File: src/rtl/idiv_pkg.sv
package idiv_pkg;

    typedef enum logic [1:0] {
        ST_IDLE = 2'd0,
        ST_PREP = 2'd1,
        ST_ITER = 2'd2,
        ST_FIN  = 2'd3
    } idiv_state_e;

endpackage

File: src/rtl/idiv_prep.sv
// Operand conditioning: dividend extension, magnitudes, result signs
// and the range pre-check that keeps 16 steps sufficient.
module idiv_prep #(
    parameter int W = 16
) (
    input  logic           wide,
    input  logic           sgn,
    input  logic [W-1:0]   hi,
    input  logic [W-1:0]   lo,
    input  logic [W-1:0]   dvsr,
    output logic [2*W-1:0] dvd_mag,
    output logic [W-1:0]   dvsr_mag,
    output logic           neg_q,
    output logic           neg_r,
    output logic           dz,
    output logic           pre_ovf
);
    localparam logic [2*W-1:0] ONE_D = {{(2*W-1){1'b0}}, 1'b1};
    localparam logic [W-1:0]   ONE_S = {{(W-1){1'b0}}, 1'b1};

    logic [2*W-1:0] dvd_full;
    logic           dvd_neg;
    logic           dvsr_neg;

    always_comb begin
        if (wide) begin
            dvd_full = {hi, lo};
        end else begin
            dvd_full = {{W{sgn & lo[W-1]}}, lo};
        end
        dvd_neg  = sgn & dvd_full[2*W-1];
        dvsr_neg = sgn & dvsr[W-1];
        dvd_mag  = dvd_neg  ? ((~dvd_full) + ONE_D) : dvd_full;
        dvsr_mag = dvsr_neg ? ((~dvsr) + ONE_S)     : dvsr;
        neg_q    = dvd_neg ^ dvsr_neg;
        neg_r    = dvd_neg;
        dz       = (dvsr == '0);
        // quotient magnitude needs more than W bits when upper half >= divisor
        pre_ovf  = !dz && (dvd_mag[2*W-1:W] >= dvsr_mag);
    end

endmodule

File: src/rtl/idiv_step.sv
// One restoring shift-subtract step: retires one quotient bit.
module idiv_step #(
    parameter int W = 16
) (
    input  logic [W-1:0] rem_in,
    input  logic [W-1:0] q_in,
    input  logic [W-1:0] dvsr_mag,
    output logic [W-1:0] rem_out,
    output logic [W-1:0] q_out
);
    logic [W:0] trial;
    logic [W:0] diff;
    logic       take;

    always_comb begin
        trial   = {rem_in, q_in[W-1]};
        diff    = trial - {1'b0, dvsr_mag};
        take    = (trial >= {1'b0, dvsr_mag});
        rem_out = take ? diff[W-1:0] : trial[W-1:0];
        q_out   = {q_in[W-2:0], take};
    end

endmodule

File: src/rtl/idiv_post.sv
// Sign restoration, final signed range check and result forcing.
module idiv_post #(
    parameter int W = 16
) (
    input  logic [W-1:0] q_mag,
    input  logic [W-1:0] r_mag,
    input  logic         sgn,
    input  logic         neg_q,
    input  logic         neg_r,
    input  logic         dz,
    input  logic         pre_ovf,
    output logic [W-1:0] quot,
    output logic [W-1:0] rem,
    output logic         dz_o,
    output logic         ovf_o
);
    localparam logic [W-1:0] ONE_S = {{(W-1){1'b0}}, 1'b1};
    localparam logic [W-1:0] HALF  = {1'b1, {(W-1){1'b0}}};

    logic rng_ovf;
    logic kill;

    always_comb begin
        if (sgn) begin
            rng_ovf = neg_q ? (q_mag > HALF) : (q_mag >= HALF);
        end else begin
            rng_ovf = 1'b0;
        end
        ovf_o = !dz && (pre_ovf || rng_ovf);
        dz_o  = dz;
        kill  = dz || ovf_o;
        if (kill) begin
            quot = '0;
            rem  = '0;
        end else begin
            quot = neg_q ? ((~q_mag) + ONE_S) : q_mag;
            rem  = neg_r ? ((~r_mag) + ONE_S) : r_mag;
        end
    end

endmodule

File: src/rtl/idiv_seq.sv
module idiv_seq
    import idiv_pkg::*;
#(
    parameter int W = 16
) (
    input  logic         clk,
    input  logic         rst_n,
    input  logic         start,
    input  logic         wide,
    input  logic         signed_mode,
    input  logic [W-1:0] dvd_hi,
    input  logic [W-1:0] dvd_lo,
    input  logic [W-1:0] dvsr,
    output logic         busy,
    output logic         done,
    output logic [W-1:0] quot,
    output logic [W-1:0] rem,
    output logic         div_zero,
    output logic         ovf
);
    localparam int            CW    = (W > 2) ? $clog2(W) : 1;
    localparam logic [CW-1:0] LAST  = CW'(W - 1);
    localparam logic [CW-1:0] INC   = CW'(1);

    idiv_state_e state, nxt;

    // captured operands
    logic         c_wide, c_sgn;
    logic [W-1:0] c_hi, c_lo, c_dvsr;
    // iteration state
    logic [W-1:0]  r_rem, r_q, r_d;
    logic          r_negq, r_negr, r_dz, r_pov;
    logic [CW-1:0] cnt;

    // conditioning outputs
    logic [2*W-1:0] p_mag;
    logic [W-1:0]   p_dmag;
    logic           p_negq, p_negr, p_dz, p_pov;
    // step outputs
    logic [W-1:0]   s_rem, s_q;
    // post outputs
    logic [W-1:0]   o_quot, o_rem;
    logic           o_dz, o_ovf;

    idiv_prep #(.W(W)) prep_i (
        .wide     (c_wide),
        .sgn      (c_sgn),
        .hi       (c_hi),
        .lo       (c_lo),
        .dvsr     (c_dvsr),
        .dvd_mag  (p_mag),
        .dvsr_mag (p_dmag),
        .neg_q    (p_negq),
        .neg_r    (p_negr),
        .dz       (p_dz),
        .pre_ovf  (p_pov)
    );

    idiv_step #(.W(W)) step_i (
        .rem_in   (r_rem),
        .q_in     (r_q),
        .dvsr_mag (r_d),
        .rem_out  (s_rem),
        .q_out    (s_q)
    );

    idiv_post #(.W(W)) post_i (
        .q_mag   (r_q),
        .r_mag   (r_rem),
        .sgn     (c_sgn),
        .neg_q   (r_negq),
        .neg_r   (r_negr),
        .dz      (r_dz),
        .pre_ovf (r_pov),
        .quot    (o_quot),
        .rem     (o_rem),
        .dz_o    (o_dz),
        .ovf_o   (o_ovf)
    );

    // next-state logic
    always_comb begin
        nxt = state;
        unique case (state)
            ST_IDLE: if (start) nxt = ST_PREP;
            ST_PREP: nxt = ST_ITER;
            ST_ITER: if (cnt == LAST) nxt = ST_FIN;
            ST_FIN:  nxt = ST_IDLE;
            default: nxt = ST_IDLE;
        endcase
    end

    // state register
    always_ff @(posedge clk) begin
        if (!rst_n) begin
            state <= ST_IDLE;
        end else begin
            state <= nxt;
        end
    end

    assign busy = (state != ST_IDLE);

    // datapath and output registers
    always_ff @(posedge clk) begin
        if (!rst_n) begin
            c_wide   <= 1'b0;
            c_sgn    <= 1'b0;
            c_hi     <= '0;
            c_lo     <= '0;
            c_dvsr   <= '0;
            r_rem    <= '0;
            r_q      <= '0;
            r_d      <= '0;
            r_negq   <= 1'b0;
            r_negr   <= 1'b0;
            r_dz     <= 1'b0;
            r_pov    <= 1'b0;
            cnt      <= '0;
            done     <= 1'b0;
            quot     <= '0;
            rem      <= '0;
            div_zero <= 1'b0;
            ovf      <= 1'b0;
        end else begin
            done <= 1'b0;
            unique case (state)
                ST_IDLE: begin
                    if (start) begin
                        c_wide <= wide;
                        c_sgn  <= signed_mode;
                        c_hi   <= dvd_hi;
                        c_lo   <= dvd_lo;
                        c_dvsr <= dvsr;
                    end
                end
                ST_PREP: begin
                    r_rem  <= p_mag[2*W-1:W];
                    r_q    <= p_mag[W-1:0];
                    r_d    <= p_dmag;
                    r_negq <= p_negq;
                    r_negr <= p_negr;
                    r_dz   <= p_dz;
                    r_pov  <= p_pov;
                    cnt    <= '0;
                end
                ST_ITER: begin
                    r_rem <= s_rem;
                    r_q   <= s_q;
                    cnt   <= cnt + INC;
                end
                ST_FIN: begin
                    quot     <= o_quot;
                    rem      <= o_rem;
                    div_zero <= o_dz;
                    ovf      <= o_ovf;
                    done     <= 1'b1;
                end
                default: ;
            endcase
        end
    end

endmodule

File: config.mk
export PLATFORM = sky130hd
export DESIGN_NAME = idiv_seq
export DESIGN_NICKNAME = d
export VERILOG_FILES = /design/src/rtl/idiv_pkg.sv /design/src/rtl/idiv_prep.sv /design/src/rtl/idiv_step.sv /design/src/rtl/idiv_post.sv /design/src/rtl/idiv_seq.sv
export SDC_FILE = /design/constraint.sdc
export NUM_CORES = 1
export LEC_CHECK = 0
export ABC_CLOCK_PERIOD_IN_PS = 4550
export BUFFER_PORTS_ARGS = -buffer_cell sky130_fd_sc_hd__clkbuf_2
export CAP_MARGIN = 20
export CORE_MARGIN = 4
export CORE_UTILIZATION = 25
export CTS_CLUSTER_SIZE = 28
export DETAILED_ROUTE_END_ITERATION = 16
export MAX_ROUTING_LAYER = met4
export SLEW_MARGIN = 10
export SYNTH_ARGS = -nofsm -noshare
export SYNTH_HDL_FRONTEND = slang
export SYNTH_SLANG_ARGS = --single-unit
File: constraint.sdc
create_clock -name clk -period 4.55 [get_ports clk]
set_input_delay 0.455 -clock clk [delete_from_list [all_inputs] [get_ports clk]]
set_output_delay 0.455 -clock clk [all_outputs]
set_load 0.05 [all_outputs]
==> flow_metrics.py <==
metrics = {
    "run_status": {
        "status": "complete, no violations",
    },
    "route": {
        "ant_nets": 0,
        "post-route-drc-count": 0,
        "drt-pass1-iter-count": 6,
        "first_iter_violations": 579,
        "wl_um": 24700,
        "routed-via-count": 7715,
        "viasPerCell": 4.82,
        "wire_per_inst_um": 15.4,
    },
    "power_and_ir_drop": {
        "p_comb_share_pct": 50.5,
        "switching_share_pct": 45.8,
        "ir_worst_vdd_mv": 0.279,
        "power_mw": 6.22,
        "power_density_mw_per_mm2": 635,
        "power.sequential.fraction_pct": 28.1,
        "power.leakage_nw": 3.80,
        "power.switching_mw": 2.85,
        "pwr-share-clk_pct": 21.4,
        "p_int_mw": 3.37,
    },
    "synthesis": {
        "yosysMostFrequentCell": "nand2_1",
        "synth_edf_count": 0,
        "synth_cells": 1090,
        "ys_ff_latch": 143,
        "synth_area_leaders": "dfxtp_1 (34%), nand2_1 (9.2%), a21oi_1 (6.6%)",
        "synthesis.area_mm2": 0.00840,
        "synth_area_leader_cell": "dfxtp_1",
        "yosysSeqAreaShare_pct": 34.1,
        "yosys_warnings": 0,
        "async_flop_share_pct": 0,
        "yosys-top-cells-count": "nand2_1 (205), dfxtp_1 (143), a21oi_1 (111)",
        "synth_cell_types": 74,
        "synth_top_area_share_pct": 34.1,
        "syn_nets": 1186,
        "synth_area_per_cell_um2": 7.70,
        "synth_top_flop_cell": "dfxtp_1",
    },
    "global_routing": {
        "grtUsageTotal_pct": 13.8,
        "grt-busiest-layer": "met1",
        "gr-usage-met3_pct": 3.76,
        "grt_pass1_wl_um": 39300,
        "gr-total-overflow": 0,
        "grt_max_degree": 67,
        "gr-usage-met1_pct": 20.1,
        "antenna_found_initial": 0,
        "grt_pass1_vias": 7182,
        "use_met2_pct": 19.0,
    },
    "cells_and_area": {
        "nets": 1242,
        "final_area_mm2": 0.00979,
        "n_antenna_cell": 0,
        "fillers": 3690,
        "syn2layout_area_growth_pct": 16.6,
        "drive_above_1_share_pct": 13.0,
        "finalCoreUtilization_pct": 29.8,
        "finalNonFillerCells": 1601,
    },
    "sta": {
        "worst_pin_slew_ns": 0.892,
        "fin_crit_sh_pct": 74.9,
        "slew_headroom_pct": 39.8,
        "max_freq_mhz": 293,
        "hold_violations": 0,
        "rsz0062_at_grt": "no",
        "finClkSkew_ns": 0.00882,
        "tns_ns": 0,
        "final.min_clock_period_ns": 3.41,
        "slew_violations": 0,
        "setup_viol": 0,
    },
    "worst_setup_path": {
        "cp_max_fo": 6,
        "critPathCaptureType": "flip-flop",
        "critPathSlowestCell": "or4b_4",
        "path_cells": "or4b_4, o41ai_2, nand3_2, o31ai_2, xor2_1, ha_1, a21o_1, a2111oi_0, o21ai_0, a21oi_1, nor3_1",
        "critPathLaunchType": "flip-flop",
        "crit_type": "reg2reg",
        "required_ns": 4.86,
        "slowest_delay_ns": 0.56,
        "cp.arrival_ns": 3.72,
    },
    "cts": {
        "cts_buffer_depth": 2,
        "cts_root_buf": "clkbuf_16",
        "numCtsBuffers": 17,
        "clkLatencyLatePin_ns": 0.43,
        "cts.repair.resized": 0,
        "cts_setup_buffers": 0,
        "h-tree-depth": 4,
        "cts.clk_slew.worst_paths_ns": 0.06,
        "cts_tree": "done",
        "cts_sinks": 143,
        "ctsHoldBuffers": 0,
    },
    "die": {
        "chipHeight_um": 191,
        "pin_count": 89,
        "core_mm2": 0.0329,
        "placementRows": 66,
        "die_x_um": 191,
        "die-area_mm2": 0.0366,
        "initial_core_util_pct": 25.5,
    },
    "min_path": {
        "hold_path.class": "in2reg",
    },
    "job": {
        "max-cap-violations": 0,
    },
    "placement": {
        "dp_cells": 1569,
        "io_buffers": 88,
        "gp_congestion": 0.870,
        "hpwl_um": 18700,
        "dpl-instance-area_mm2": 0.00923,
    },
}
==> path summary, 6_finish.rpt <==
check | from | endpoint | slack [ns] | depth (start not counted)
min | dvd_hi[11] | c_hi[11]$_SDFFE_PN0P_ | 0.24 | 3
max reg2reg | c_hi[0]$_SDFFE_PN0P_ | r_pov$_SDFFE_PN0N_ | 1.14 | 11
min reg2reg | rem[7]$_SDFFE_PN0P_ | rem[7]$_SDFFE_PN0P_ | 0.45 | 2
max | c_hi[0]$_SDFFE_PN0P_ | r_pov$_SDFFE_PN0N_ | 1.14 | 11
==> cell type report <==
class,instances,area (um^2),area share (%)
clock inverter,13,114,1.16
clock buffer,19,443,4.53
inverter,40,150,1.53
sequential,143,2860,29.2
multi-input combinational,847,5160,52.7
timing repair buffer,97,508,5.19
tap,442,553,5.65
==> cell usage in the layout (no fill, tap or decap), drive strengths merged, types with 5 or more instances in the layout <==
cell,count
xnor2,39
clkbuf,107
o31ai,21
ha,42
o21ai,81
nor2,78
a21o,10
clkinv,8
a31oi,12
dfxtp,143
or2,5
and3,5
buf,9
nand3,24
inv,42
nand2,205
o21a,9
nor3,24
nand2b,12
o41ai,9
a211oi,22
xor2,38
mux2i,25
nor4,6
a21oi,111
nor2b,6
==> through the flow <==
stage	worst slack, ns	hold slack, ns
after floorplan	1.65	0.450
after global placement	1.29	0.438
after detailed placement	1.18	0.446
after CTS	1.15	0.223
after global routing	0.794	0.234
final	1.14	0.243
==> metal layers <==
| layer | vias up | part of all wire [%] |
|---|---|---|
| met2 | 218 | 41 |
| met5 | - | 0 |
| met1 | 3543 | 52 |
| met3 | 18 | 6.7 |
| li1 | 3936 | - |
| met4 | 0 | 1.1 |
==> worst max-delay path, delay by kind of cell (launching register included) <==
kind	cells	cell delay, ns
xor+xnor	1	0.27
simple gates	3	0.82
compound gates	6	1.53
flops	1	0.36
fa+ha+maj	1	0.30
==> registers in the layout (all words and copies together), names as in the netlist <==
| register | cells |
|---|---|
| c_dvsr | 16 |
| c_hi | 16 |
| c_lo | 16 |
| c_sgn | 1 |
| c_wide | 1 |
| cnt | 4 |
| div_zero | 1 |
| done | 1 |
| ovf | 1 |
| quot | 16 |
| r_d | 16 |
| r_dz | 1 |
| r_negq | 1 |
| r_negr | 1 |
| r_pov | 1 |
| r_q | 16 |
| r_rem | 16 |
| rem | 16 |
| state | 2 |
==> logic make-up after synthesis <==
family          synth area share (%)
fa+ha+maj                       6.50
simple gates                    21.3
flops                           34.1
compound gates                  22.4
buf+inv                         4.53
xor+xnor                        8.03
mux                             3.11
==> power by group through the flow <==
| stage | registers [mW] | clock network, mW | logic [mW] |
|---|---|---|---|
| floorplan | 1.69 | 0 | 2.40 |
| global placement | 1.76 | 0 | 3.08 |
| detailed placement | 1.77 | 0 | 3.09 |
| CTS | 1.74 | 1.36 | 3.11 |
| global route | 1.78 | 1.42 | 3.49 |
| finish | 1.75 | 1.33 | 3.14 |
(Power assumes the default switching activity.)
